===== src/rtl/rtc_pkg.sv =====
package rtc_pkg;

  localparam int DIGIT_W         = 4;
  localparam int IDX_W           = 4;
  localparam int NUM_TIME_DIGITS = 13;

  typedef logic [DIGIT_W-1:0]   digit_t;
  typedef logic [2*DIGIT_W-1:0] bcd2_t;

  typedef enum logic [IDX_W-1:0] {
    IDX_SEC_U  = 4'd0,  IDX_SEC_T  = 4'd1,
    IDX_MIN_U  = 4'd2,  IDX_MIN_T  = 4'd3,
    IDX_HR_U   = 4'd4,  IDX_HR_T   = 4'd5,
    IDX_DAY_U  = 4'd6,  IDX_DAY_T  = 4'd7,
    IDX_MON_U  = 4'd8,  IDX_MON_T  = 4'd9,
    IDX_YR_U   = 4'd10, IDX_YR_T   = 4'd11,
    IDX_WDAY   = 4'd12, IDX_STATUS = 4'd13,
    IDX_PERIOD = 4'd14, IDX_MODE   = 4'd15
  } reg_idx_e;

  typedef enum logic [1:0] {
    SRC_64HZ = 2'b00,
    SRC_SEC  = 2'b01,
    SRC_MIN  = 2'b10,
    SRC_HOUR = 2'b11
  } period_e;

  // add one to a two-digit decimal value (no wrap)
  function automatic bcd2_t bcd_inc(input bcd2_t v);
    if (v[3:0] == 4'd9) return {v[7:4] + 4'd1, 4'd0};
    else                return {v[7:4], v[3:0] + 4'd1};
  endfunction

  function automatic logic is_leap(input bcd2_t yr);
    logic [6:0] bin;
    bin = 7'(yr[7:4]) * 7'd10 + 7'(yr[3:0]);
    return (bin[1:0] == 2'b00);
  endfunction

  // last valid day of a month, as two decimal digits
  function automatic bcd2_t last_day(input bcd2_t mon, input bcd2_t yr);
    case (mon)
      8'h02:                      return is_leap(yr) ? 8'h29 : 8'h28;
      8'h04, 8'h06, 8'h09, 8'h11: return 8'h30;
      default:                    return 8'h31;
    endcase
  endfunction

endpackage


===== src/rtl/rtc_rst_sync.sv =====
module rtc_rst_sync #(
  parameter int STAGES = 2
) (
  input  logic clk,
  input  logic arst_n,
  output logic srst_n
);
  logic [STAGES-1:0] sync_q;

  always_ff @(posedge clk or negedge arst_n) begin
    if (!arst_n) sync_q <= '0;
    else         sync_q <= {sync_q[STAGES-2:0], 1'b1};
  end

  assign srst_n = sync_q[STAGES-1];
endmodule


===== src/rtl/rtc_timekeeper.sv =====
module rtc_timekeeper
  import rtc_pkg::*;
(
  input  logic                                  clk,
  input  logic                                  rst_n,
  input  logic                                  clr_i,
  input  logic                                  fmt24_i,
  input  logic                                  step_i,
  input  logic                                  round_i,
  input  logic                                  wr_en_i,
  input  logic [IDX_W-1:0]                      wr_idx_i,
  input  digit_t                                wr_data_i,
  output logic [NUM_TIME_DIGITS-1:0][DIGIT_W-1:0] digits_o,
  output logic                                  ev_sec_o,
  output logic                                  ev_min_o,
  output logic                                  ev_hour_o
);

  digit_t digits_q [NUM_TIME_DIGITS];
  digit_t digits_d [NUM_TIME_DIGITS];

  bcd2_t  sec, mnt, hr, day, mon, yr, hv;
  digit_t wday;
  logic   c_min, c_hr, c_day, c_mon, c_yr, pm;
  logic   upd_en;

  assign upd_en = clr_i | step_i | round_i | wr_en_i;

  // next-state: carry chain from seconds up to years
  always_comb begin
    sec  = {digits_q[IDX_SEC_T], digits_q[IDX_SEC_U]};
    mnt  = {digits_q[IDX_MIN_T], digits_q[IDX_MIN_U]};
    hr   = {digits_q[IDX_HR_T],  digits_q[IDX_HR_U]};
    day  = {digits_q[IDX_DAY_T], digits_q[IDX_DAY_U]};
    mon  = {digits_q[IDX_MON_T], digits_q[IDX_MON_U]};
    yr   = {digits_q[IDX_YR_T],  digits_q[IDX_YR_U]};
    wday = digits_q[IDX_WDAY];
    hv   = '0;
    pm   = 1'b0;
    c_min = 1'b0; c_hr = 1'b0; c_day = 1'b0; c_mon = 1'b0; c_yr = 1'b0;

    if (round_i) begin
      c_min = (sec >= 8'h30);
      sec   = 8'h00;
    end else if (step_i) begin
      if (sec == 8'h59) begin sec = 8'h00; c_min = 1'b1; end
      else              sec = bcd_inc(sec);
    end

    if (c_min) begin
      if (mnt == 8'h59) begin mnt = 8'h00; c_hr = 1'b1; end
      else              mnt = bcd_inc(mnt);
    end

    if (c_hr) begin
      if (fmt24_i) begin
        if (hr == 8'h23) begin hr = 8'h00; c_day = 1'b1; end
        else             hr = bcd_inc(hr);
      end else begin
        pm = hr[6];
        hv = {2'b00, hr[5:0]};
        if (hv == 8'h12)      hv = 8'h01;
        else if (hv == 8'h11) begin
          hv    = 8'h12;
          c_day = pm;
          pm    = ~pm;
        end else              hv = bcd_inc(hv);
        hr = {hr[7], pm, hv[5:0]};
      end
    end

    if (c_day) begin
      wday = (wday >= 4'd6) ? 4'd0 : wday + 4'd1;
      if (day == last_day(mon, yr)) begin day = 8'h01; c_mon = 1'b1; end
      else                          day = bcd_inc(day);
    end

    if (c_mon) begin
      if (mon == 8'h12) begin mon = 8'h01; c_yr = 1'b1; end
      else              mon = bcd_inc(mon);
    end

    if (c_yr) yr = (yr == 8'h99) ? 8'h00 : bcd_inc(yr);

    if (clr_i) begin
      sec = 8'h00; mnt = 8'h00; day = 8'h01; mon = 8'h01; yr = 8'h00; wday = 4'd0;
      hr  = fmt24_i ? 8'h00 : 8'h12;
    end

    digits_d[IDX_SEC_U] = sec[3:0]; digits_d[IDX_SEC_T] = sec[7:4];
    digits_d[IDX_MIN_U] = mnt[3:0]; digits_d[IDX_MIN_T] = mnt[7:4];
    digits_d[IDX_HR_U]  = hr[3:0];  digits_d[IDX_HR_T]  = hr[7:4];
    digits_d[IDX_DAY_U] = day[3:0]; digits_d[IDX_DAY_T] = day[7:4];
    digits_d[IDX_MON_U] = mon[3:0]; digits_d[IDX_MON_T] = mon[7:4];
    digits_d[IDX_YR_U]  = yr[3:0];  digits_d[IDX_YR_T]  = yr[7:4];
    digits_d[IDX_WDAY]  = wday;

    for (int i = 0; i < NUM_TIME_DIGITS; i++) begin
      if (wr_en_i && (wr_idx_i == IDX_W'(i))) digits_d[i] = wr_data_i;
    end
  end

  for (genvar g = 0; g < NUM_TIME_DIGITS; g++) begin : g_digit
    localparam digit_t RST_VAL =
      ((g == int'(IDX_DAY_U)) || (g == int'(IDX_MON_U))) ? 4'd1 : 4'd0;
    always_ff @(posedge clk or negedge rst_n) begin
      if (!rst_n)      digits_q[g] <= RST_VAL;
      else if (upd_en) digits_q[g] <= digits_d[g];
    end
    assign digits_o[g] = digits_q[g];
  end

  assign ev_sec_o  = step_i & ~clr_i;
  assign ev_min_o  = c_min & ~clr_i;
  assign ev_hour_o = c_hr & ~clr_i;

endmodule


===== src/rtl/rtc_periodic.sv =====
module rtc_periodic
  import rtc_pkg::*;
(
  input  logic    clk,
  input  logic    rst_n,
  input  logic    tick64_i,
  input  logic    ev_sec_i,
  input  logic    ev_min_i,
  input  logic    ev_hour_i,
  input  period_e src_i,
  input  logic    level_i,
  input  logic    mask_i,
  input  logic    ack_i,
  output logic    pend_o,
  output logic    irq_o
);
  logic event_now;
  logic pend_q, pend_d;
  logic pulse_q, pulse_d;

  always_comb begin
    case (src_i)
      SRC_64HZ: event_now = tick64_i;
      SRC_SEC:  event_now = ev_sec_i;
      SRC_MIN:  event_now = ev_min_i;
      SRC_HOUR: event_now = ev_hour_i;
      default:  event_now = 1'b0;
    endcase
    pend_d  = event_now | (pend_q & ~ack_i);
    pulse_d = event_now;
  end

  always_ff @(posedge clk or negedge rst_n) begin
    if (!rst_n) begin
      pend_q  <= 1'b0;
      pulse_q <= 1'b0;
    end else begin
      pend_q  <= pend_d;
      pulse_q <= pulse_d;
    end
  end

  assign pend_o = pend_q;
  assign irq_o  = ~mask_i & (level_i ? pend_q : pulse_q);
endmodule


===== src/rtl/bcd_clock_core.sv =====
module bcd_clock_core
  import rtc_pkg::*;
#(
  parameter int ADDR_W    = 7,
  parameter int REG_SHIFT = 3
) (
  input  logic              clk,
  input  logic              rst_n,
  input  logic              cs_i,
  input  logic              we_i,
  input  logic              re_i,
  input  logic [ADDR_W-1:0] addr_i,
  input  logic [3:0]        wdata_i,
  output logic [3:0]        rdata_o,
  input  logic              sec_tick_i,
  input  logic              tick64_i,
  output logic              irq_o
);

  localparam int LAST_TIME_IDX = NUM_TIME_DIGITS - 1;

  logic rst_ns;
  logic [IDX_W-1:0] idx;
  logic bus_hit, bus_wr, bus_rd, wr_time, wr_status, wr_period, wr_mode;
  logic clr_time, adj_set, ack_rd, do_round, do_step;

  logic hold_q, hold_d, adj_q, adj_d, tickp_q, tickp_d;
  logic stop_q, test_q, mode24_q;
  logic mask_q, level_q;
  period_e src_q;
  logic irq_pend;
  logic ev_sec, ev_min, ev_hour;
  logic [NUM_TIME_DIGITS-1:0][DIGIT_W-1:0] time_digits;

  rtc_rst_sync #(.STAGES(2)) u_rst (
    .clk(clk), .arst_n(rst_n), .srst_n(rst_ns)
  );

  // bus decode
  assign bus_hit   = cs_i && (addr_i[REG_SHIFT-1:0] == '0);
  assign idx       = addr_i[REG_SHIFT +: IDX_W];
  assign bus_wr    = bus_hit && we_i;
  assign bus_rd    = bus_hit && re_i;
  assign wr_time   = bus_wr && (idx <= IDX_W'(LAST_TIME_IDX));
  assign wr_status = bus_wr && (idx == IDX_STATUS);
  assign wr_period = bus_wr && (idx == IDX_PERIOD);
  assign wr_mode   = bus_wr && (idx == IDX_MODE);
  assign clr_time  = wr_mode && wdata_i[0];
  assign adj_set   = wr_status && wdata_i[3];
  assign ack_rd    = bus_rd && (idx == IDX_STATUS);

  // sequencing of held seconds and rounding
  assign do_round = adj_q && !hold_q && !clr_time;
  assign do_step  = !clr_time && !hold_q && !stop_q && !do_round &&
                    (sec_tick_i || tickp_q);

  always_comb begin
    hold_d = wr_status ? wdata_i[0] : hold_q;

    if (clr_time)      adj_d = 1'b0;
    else if (adj_set)  adj_d = 1'b1;
    else if (do_round) adj_d = 1'b0;
    else               adj_d = adj_q;

    if (clr_time)      tickp_d = 1'b0;
    else if (hold_q)   tickp_d = tickp_q | (sec_tick_i & ~stop_q);
    else if (do_round) tickp_d = 1'b0;
    else if (stop_q)   tickp_d = tickp_q;
    else               tickp_d = tickp_q & sec_tick_i;
  end

  always_ff @(posedge clk or negedge rst_ns) begin
    if (!rst_ns) begin
      hold_q  <= 1'b0;
      adj_q   <= 1'b0;
      tickp_q <= 1'b0;
    end else begin
      hold_q  <= hold_d;
      adj_q   <= adj_d;
      tickp_q <= tickp_d;
    end
  end

  always_ff @(posedge clk or negedge rst_ns) begin
    if (!rst_ns) begin
      stop_q   <= 1'b0;
      test_q   <= 1'b0;
      mode24_q <= 1'b1;
    end else if (wr_mode) begin
      stop_q <= wdata_i[1];
      test_q <= wdata_i[3];
      if (wdata_i[0]) mode24_q <= wdata_i[2];
    end
  end

  always_ff @(posedge clk or negedge rst_ns) begin
    if (!rst_ns) begin
      mask_q  <= 1'b0;
      level_q <= 1'b0;
      src_q   <= SRC_64HZ;
    end else if (wr_period) begin
      mask_q  <= wdata_i[0];
      level_q <= wdata_i[1];
      src_q   <= period_e'(wdata_i[3:2]);
    end
  end

  rtc_timekeeper u_time (
    .clk       (clk),
    .rst_n     (rst_ns),
    .clr_i     (clr_time),
    .fmt24_i   (clr_time ? wdata_i[2] : mode24_q),
    .step_i    (do_step),
    .round_i   (do_round),
    .wr_en_i   (wr_time),
    .wr_idx_i  (idx),
    .wr_data_i (wdata_i),
    .digits_o  (time_digits),
    .ev_sec_o  (ev_sec),
    .ev_min_o  (ev_min),
    .ev_hour_o (ev_hour)
  );

  rtc_periodic u_per (
    .clk       (clk),
    .rst_n     (rst_ns),
    .tick64_i  (tick64_i),
    .ev_sec_i  (ev_sec),
    .ev_min_i  (ev_min),
    .ev_hour_i (ev_hour),
    .src_i     (src_q),
    .level_i   (level_q),
    .mask_i    (mask_q),
    .ack_i     (ack_rd),
    .pend_o    (irq_pend),
    .irq_o     (irq_o)
  );

  // read mux
  always_comb begin
    rdata_o = '0;
    if (bus_hit) begin
      if (idx <= IDX_W'(LAST_TIME_IDX)) rdata_o = time_digits[idx];
      else begin
        case (idx)
          IDX_STATUS: rdata_o = {adj_q, irq_pend, tickp_q, hold_q};
          IDX_PERIOD: rdata_o = {src_q, level_q, mask_q};
          IDX_MODE:   rdata_o = {test_q, mode24_q, stop_q, 1'b0};
          default:    rdata_o = '0;
        endcase
      end
    end
  end

endmodule


===== config.mk =====
export PLATFORM = sky130hd
export DESIGN_NAME = bcd_clock_core
export DESIGN_NICKNAME = d
export VERILOG_FILES = /design/src/rtl/rtc_pkg.sv /design/src/rtl/rtc_rst_sync.sv /design/src/rtl/rtc_timekeeper.sv /design/src/rtl/rtc_periodic.sv /design/src/rtl/bcd_clock_core.sv
export SDC_FILE = /design/constraint.sdc
export NUM_CORES = 1
export LEC_CHECK = 0
export ABC_AREA = 1
export BUFFER_PORTS_ARGS = -buffer_cell sky130_fd_sc_hd__buf_2
export CAP_MARGIN = 25
export CORE_AREA = 3 3 103 105
export DETAILED_ROUTE_END_ITERATION = 8
export DIE_AREA = 0 0 106 108
export GPL_TIMING_DRIVEN = 0
export PLACE_DENSITY = 0.81
export SETUP_SLACK_MARGIN = 0.02
export SLEW_MARGIN = 10
export SYNTH_ARGS = -nofsm -noshare
export SYNTH_HDL_FRONTEND = slang
export SYNTH_HIERARCHICAL = 1
export SYNTH_SLANG_ARGS = --single-unit

===== constraint.sdc =====
create_clock -name clk -period 2.2 [get_ports clk]
set_input_delay 0.33 -clock clk [delete_from_list [all_inputs] [get_ports clk]]
set_output_delay 0.33 -clock clk [all_outputs]
set_load 0.01 [all_outputs]

==> metrics.txt, run 1 <==
# port buffers=22; Max H-tree Level=3; crit path DAT=1.84 ns; Synth area leaders=dfrtp_1 (30%), nand2_1 (17%), inv_1 (8.6%); Clock Tree Root=clkbuf_8; share of cells above drive strength 1=13.73%; fin. max-slew vios=0; worst slack, placed=-0.8043 ns; grt ovf=0; clk buf depth=2; status=completed; fin crit period=2.172 ns; Crit Path Category=input port to primary output; 1st-iter DRT viols=552; peak supply drop=0.0003083 V; final setup fails=0; Post-synth EDFFs=0; Hold Violations, Final=0; Synth cell types=49; Antenna Nets Post-Route=0; Critical Path Fanout Max=10; clock sink count=66; Total Wirelength=15.35 mm; CP endpoint kind=primary output; CTS tree=yes; # DRC=0; CTS Buf Count=9; Avg Vias per Cell=5.649; Die Width=106 um; DIE HEIGHT=108 um; RD Place Congestion=0.9480; Worst Reg-to-Reg Cells=9; Synth async-reset ratio=100.0%; fin worst setup slack=0.02764 ns; Yosys top cell by area=dfrtp_1; Avg Cell Area, Syn=6.551 um^2; clk_lat worst skew=0.35 ns; most numerous cell in the Yosys netlist=nand2_1; TritonRoute pass-1 iters=7; fin cells=1,000; syn_nets=854; site row count=36; placed cell count=970; Tot Pwr=3.051 mW; largest net degree at the start of global routing=42; Max-Cap Viols=0; initial antenna violation count=0; Hold Crit Class=flop to async pin; Static Leak=3.128 nW; first-pass GRT wire length=24.90 mm; WL/cell=15.35 um; Synth top area share=29.56%; Worst EP required=1.87 ns; I/O pin count=23; ANT cells=0; final instance area=0.006035 mm^2; gr usage total=27.46%; Initial Util=54.81%; # nets final=902; synthesis-to-layout area growth=13.16%; vias in the first global route=5,078; fin crit share=98.74%; maximum clock frequency=460.3 MHz; Syn Std Cell Area=0.005333 mm^2; Slew HR=49.28%; post-synthesis sequential area ratio=31.04%; Placed Area=0.005633 mm^2; final core occ=62.02%; die area=0.01145 mm^2; Clock Skews=0.008033 ns; post-DP HPWL=10.93 mm; Yosys reg bits=66; main flop type after synthesis=dfrtp_1; Startpoint Class=input port; Reg clk slew, reported paths=0.07 ns; cells after synthesis=814; Pwr per Cell Area=505.7 mW/mm^2; via count of the routed design=5,649; Core Box Area=0.009729 mm^2; Synth top cells by count=nand2_1 (236), inv_1 (122), nand3_1 (73); Yosys warning count=6; Worst Tran Pin Value=0.7609 ns
[layout by cell type (no fill, tap or decap), types with 10 or more instances in the layout]
| master | instances |
|---|---|
| nand2_1 | 235 |
| nand3_1 | 70 |
| nor2_1 | 65 |
| buf_4 | 14 |
| nand4_1 | 12 |
| a21oi_1 | 17 |
| clkbuf_8 | 10 |
| ha_1 | 21 |
| buf_2 | 21 |
| dfrtp_1 | 59 |
| inv_1 | 119 |
| inv_2 | 12 |
| xor2_1 | 14 |
| o22ai_1 | 24 |
| o21ai_0 | 51 |
[layout make-up]
class | instances | area, um^2
repair buffers | 37 | 245.2
inverters | 133 | 500.5
clock inverters | 3 | 15.01
flip-flops and latches | 66 | 1663
fillers | 934 | 3695
multi-input cells | 604 | 3232
well taps | 133 | 166.4
plain buffers | 11 | 63.81
clock buffers | 13 | 148.9
[metal layers]
metal / wire, um / global-route usage, % / vias to the layer above
li1: - / - / 2744
met1: 6663 / 37.33 / 2593
met2: 6881 / 43.35 / 258
met3: 1228 / 4.239 / 54
met4: 578 / 12.67 / 0
met5: 0 / 0 / -
[metrics by stage]
| stage | TNS, ns | hold slack (ns) |
|---|---|---|
| 2_1_floorplan | 0 | 0.03441 |
| 5_1_grt | -0.06274 | 0.2777 |
| 4_1_cts | 0 | 0.2562 |
| 6_report | 0 | 0.2432 |
| 3_3_place_gp | -69.99 | 0.1154 |
| 3_5_place_dp | -26.50 | 0.1173 |
[state kept, by name, indices dropped and copies added, names as in the netlist]
name             count
adj_q                1
hold_q               1
level_q              1
mask_q               1
mode24_q             1
src_q                2
stop_q               1
test_q               1
tickp_q              1
u_per/pend_o         1
u_per/pulse_q        1
u_rst/sync_q         2
u_time/digits_o     52
[critical path, stage by stage]
cell      delay [ns]
clkbuf_4        0.19
inv_2           0.10
buf_2           0.20
nor2_1          0.31
nand2_1         0.10
nand4_1         0.11
nand3_1         0.10
a21oi_1         0.22
buf_2           0.17
[cells by family after synthesis]
logic type / count (synthesis) / synth area share (%)
xor gates and xnor gates: 20 / 3.285
and+or+nand+nor: 433 / 35.62
other: 1 / 0.07032
buffers and inverters: 144 / 10.53
adders and majority gates: 22 / 5.162
DFF: 66 / 31.04
AOI/OAI and AO/OA: 128 / 14.29
[report_power, final]
part | switching, mW | internal (mW) | total, mW
sequential | 0.152 | 1.32 | 1.47
clock | 0.466 | 0.435 | 0.901
combinational | 0.411 | 0.269 | 0.680
[repair_timing]
action / 4_1_cts / 5_1_grt
setup endpoints to repair: 34 / 49
pin swaps: 0 / 10
endpoints found under the hold margin: 2 / 0
hold buffers: 1 / 0
gates resized for setup: 10 / 30
setup buffers: 1 / 12
[path summary, 6_finish.rpt]
kind | startpoint | slack [ns] | endpoint
min in group clk | wdata_i[2] | 0.30 | u_time/digits_o[10]$_DFFE_PN0P_
max reg2reg | u_time/digits_o[4]$_DFFE_PN0P_ | 0.12 | u_time/digits_o[27]$_DFFE_PN0P_
max in group asynchronous | u_rst/sync_q[1]$_DFF_PN0_ | 1.35 | u_time/digits_o[32]$_DFFE_PN1P_
max | addr_i[3] | 0.03 | rdata_o[2]
min | u_rst/sync_q[1]$_DFF_PN0_ | 0.24 | u_time/digits_o[8]$_DFFE_PN0P_
min reg2reg | u_rst/sync_q[1]$_DFF_PN0_ | 0.24 | u_time/digits_o[8]$_DFFE_PN0P_
Power figures use the tool's default switching activity.
==> run 2, diff against run 1 <==
ABC_AREA = not set   (was 1)
PLACE_DENSITY = 0.82   (was 0.81)
==> run 2 against run 1 <==
The flow now finishes with violations (design-rule violations, negative setup slack). Sequential cell count unchanged. Register-to-register slack lost 0.90 ns. Critical path depth is 6 higher. Design area grew 15%. Core utilization rose by 9.4 points. Hold slack worse by 0.0087 ns. Power increased by 5.5%. Clock power is 15% higher. Sequential power is essentially flat. Largest power group unchanged.
==> metrics.txt, run 2 <==
Pwr per Cell Area=463.0 mW/mm^2; Synth area leaders=dfrtp_1 (29%), ha_1 (5.1%), mux2i_1 (4.8%); Crit Path Category=input port to flop; Yosys top cell by area=dfrtp_1; status=complete, but fails checks; RD Place Congestion=0.9498; Slew HR=41.50%; crit path DAT=3.29 ns; fin worst setup slack=-0.8473 ns; site row count=36; Avg Vias per Cell=7.352; 1st-iter DRT viols=1,211; post-DP HPWL=12.25 mm; share of cells above drive strength 1=30.04%; final instance area=0.006950 mm^2; placed cell count=780; grt ovf=0; Antenna Nets Post-Route=0; via count of the routed design=6,264; first-pass GRT wire length=29.53 mm; die area=0.01145 mm^2; Worst Tran Pin Value=0.8775 ns; syn_nets=664; unrepaired setup endpoints after global routing=true; TritonRoute pass-1 iters=9; Post-synth EDFFs=0; clk buf depth=2; hold slack=0.2345 ns; fin cells=852; final setup fails=52; main flop type after synthesis=dfrtp_1; Synth top cells by count=nand2_1 (69), dfrtp_1 (63), nor2_1 (48); vias in the first global route=5,836; Worst EP required=2.44 ns; Hold Violations, Final=0; Synth cell types=80; CTS tree=yes; Yosys reg bits=66; clock sink count=66; Initial Util=55.34%; fin crit share=138.5%; worst slack, placed=-1.961 ns; most numerous cell in the Yosys netlist=nand2_1; Die Width=106 um; Startpoint Class=input port; Total Wirelength=20.37 mm; Avg Cell Area, Syn=8.628 um^2; DIE HEIGHT=108 um; commonest cells after routing, fill and taps aside=nand2_1 (66), dfrtp_1 (60), buf_4 (51), nor2_1 (41), nand3_1 (32); initial antenna violation count=0; fin. max-slew vios=0; CTS Buf Count=9; Static Leak=2.890 nW; synthesis-to-layout area growth=29.10%; commonest non-fill, non-tap cell in the layout=nand2_1; Placed Area=0.005748 mm^2; Hold Crit Class=flop to async pin; Synth top area share=29.28%; violated checks=design-rule violations, negative setup slack; Max H-tree Level=3; WL/cell=23.91 um; Yosys warning count=6; peak supply drop=0.0004054 V; cells after synthesis=624; Clock Tree Root=clkbuf_8; # DRC=1; # port buffers=22; max reg flops=52; CP endpoint kind=flop; Syn Std Cell Area=0.005384 mm^2; # nets final=755; fin crit period=3.047 ns; Max-Cap Viols=0; Clock Skews=0.01124 ns; ANT cells=0; Critical Path Fanout Max=6; Reg clk slew, reported paths=0.08 ns; Synth async-reset ratio=100.0%; maximum clock frequency=328.2 MHz; clk_lat worst skew=0.36 ns; I/O pin count=23; gr usage total=32.77%; Core Box Area=0.009729 mm^2; post-synthesis sequential area ratio=30.75%; largest net degree at the start of global routing=42
-- run 2: cell types whose count changed in the layout (fill, tap and decap cells not counted), moves of 11 or more --
cell / before / now
mux2i_1: 0 / 26
o22ai_1: 24 / 7
inv_2: 12 / 1
nand3_1: 70 / 32
nand2_1: 235 / 66
a21oi_1: 17 / 29
nor2_1: 65 / 41
buf_6: 2 / 17
inv_1: 119 / 25
xor2_1: 14 / 1
o21ai_0: 51 / 22
buf_4: 14 / 51
-- run 2: cells by family after synthesis --
kind of cell    Yosys count  synth area share, %
compound gates          156                19.94
xor+xnor                  6               0.9761
fa+ha+maj                22                5.113
buf+inv                  60                4.764
flops                    66                30.75
mux                      48                11.60
other cells               1              0.06965
simple gates            265                26.80
-- run 2: layer usage --
metal / vias up / part of all wire [%] / GRT usage [%]
met2: 605 / 45 / 53.01
met5: - / 0 / 0
li1: 2528 / - / -
met3: 201 / 12 / 7.522
met1: 2930 / 34 / 38.08
met4: 0 / 9.4 / 24.70
-- run 2: final cells by class --
type,count,area [um^2]
multi-input combinational,498,3933
fill,622,2779
sequential,66,1662
timing repair buffer,83,689.4
buffer,31,217.7
tap,133,166.4
clock buffer,12,145.1
inverter,26,97.59
clock inverter,3,40.04
-- run 2: through the flow --
step	util, %	setup TNS, ns	total power, mW
after floorplan	-	-30.66	1.828
after global placement	58.83	-104.99	2.000
after detailed placement	59.08	-72.01	2.031
after CTS	68.52	-24.60	3.109
after global routing	71.44	-29.15	3.342
final	71.44	-25.67	3.218
-- run 2: where the power goes --
part / switching [mW] / internal, mW
sequential: 0.188 / 1.31
clock: 0.496 / 0.546
combinational: 0.364 / 0.312
total: 1.05 / 2.17
-- run 2: worst paths after layout --
check | depth (start not counted) | from | to | slack (ns)
setup / recovery | 15 | addr_i[5] | u_time/digits_o[23]$_DFFE_PN0P_ | -0.85
hold / removal | 0 | u_rst/sync_q[1]$_DFF_PN0_ | hold_q$_DFFE_PN0N_ | 0.23
setup reg to reg | 10 | stop_q$_DFFE_PN0N_ | u_time/digits_o[23]$_DFFE_PN0P_ | -0.78
hold reg to reg | 0 | u_rst/sync_q[1]$_DFF_PN0_ | hold_q$_DFFE_PN0N_ | 0.23
max in group asynchronous | 1 | u_rst/sync_q[1]$_DFF_PN0_ | u_time/digits_o[32]$_DFFE_PN1P_ | 1.36
min in group clk | 2 | wdata_i[0] | hold_q$_DFFE_PN0N_ | 0.25
-- run 2: timing repair --
item,CTS,global route
hold endpoints to repair,2,0
hold buffers,1,0
setup buffers,50,10
endpoints found under the setup margin,57,55
gates cloned,1,0
gates resized for setup,90,53
pin swaps,43,27
-- run 2: critical path, cell delays in order --
cell and delay [ns]:
buf_8 0.10, buf_6 0.10, and3_4 0.17, and3_4 0.16, and3_4 0.19, buf_4 0.14, buf_12 0.12, nor3_4 0.13
nand4b_1 0.16, buf_4 0.19, o31ai_4 0.32, nand3_1 0.35, o21ai_0 0.42, o311ai_0 0.25, o21a_1 0.17
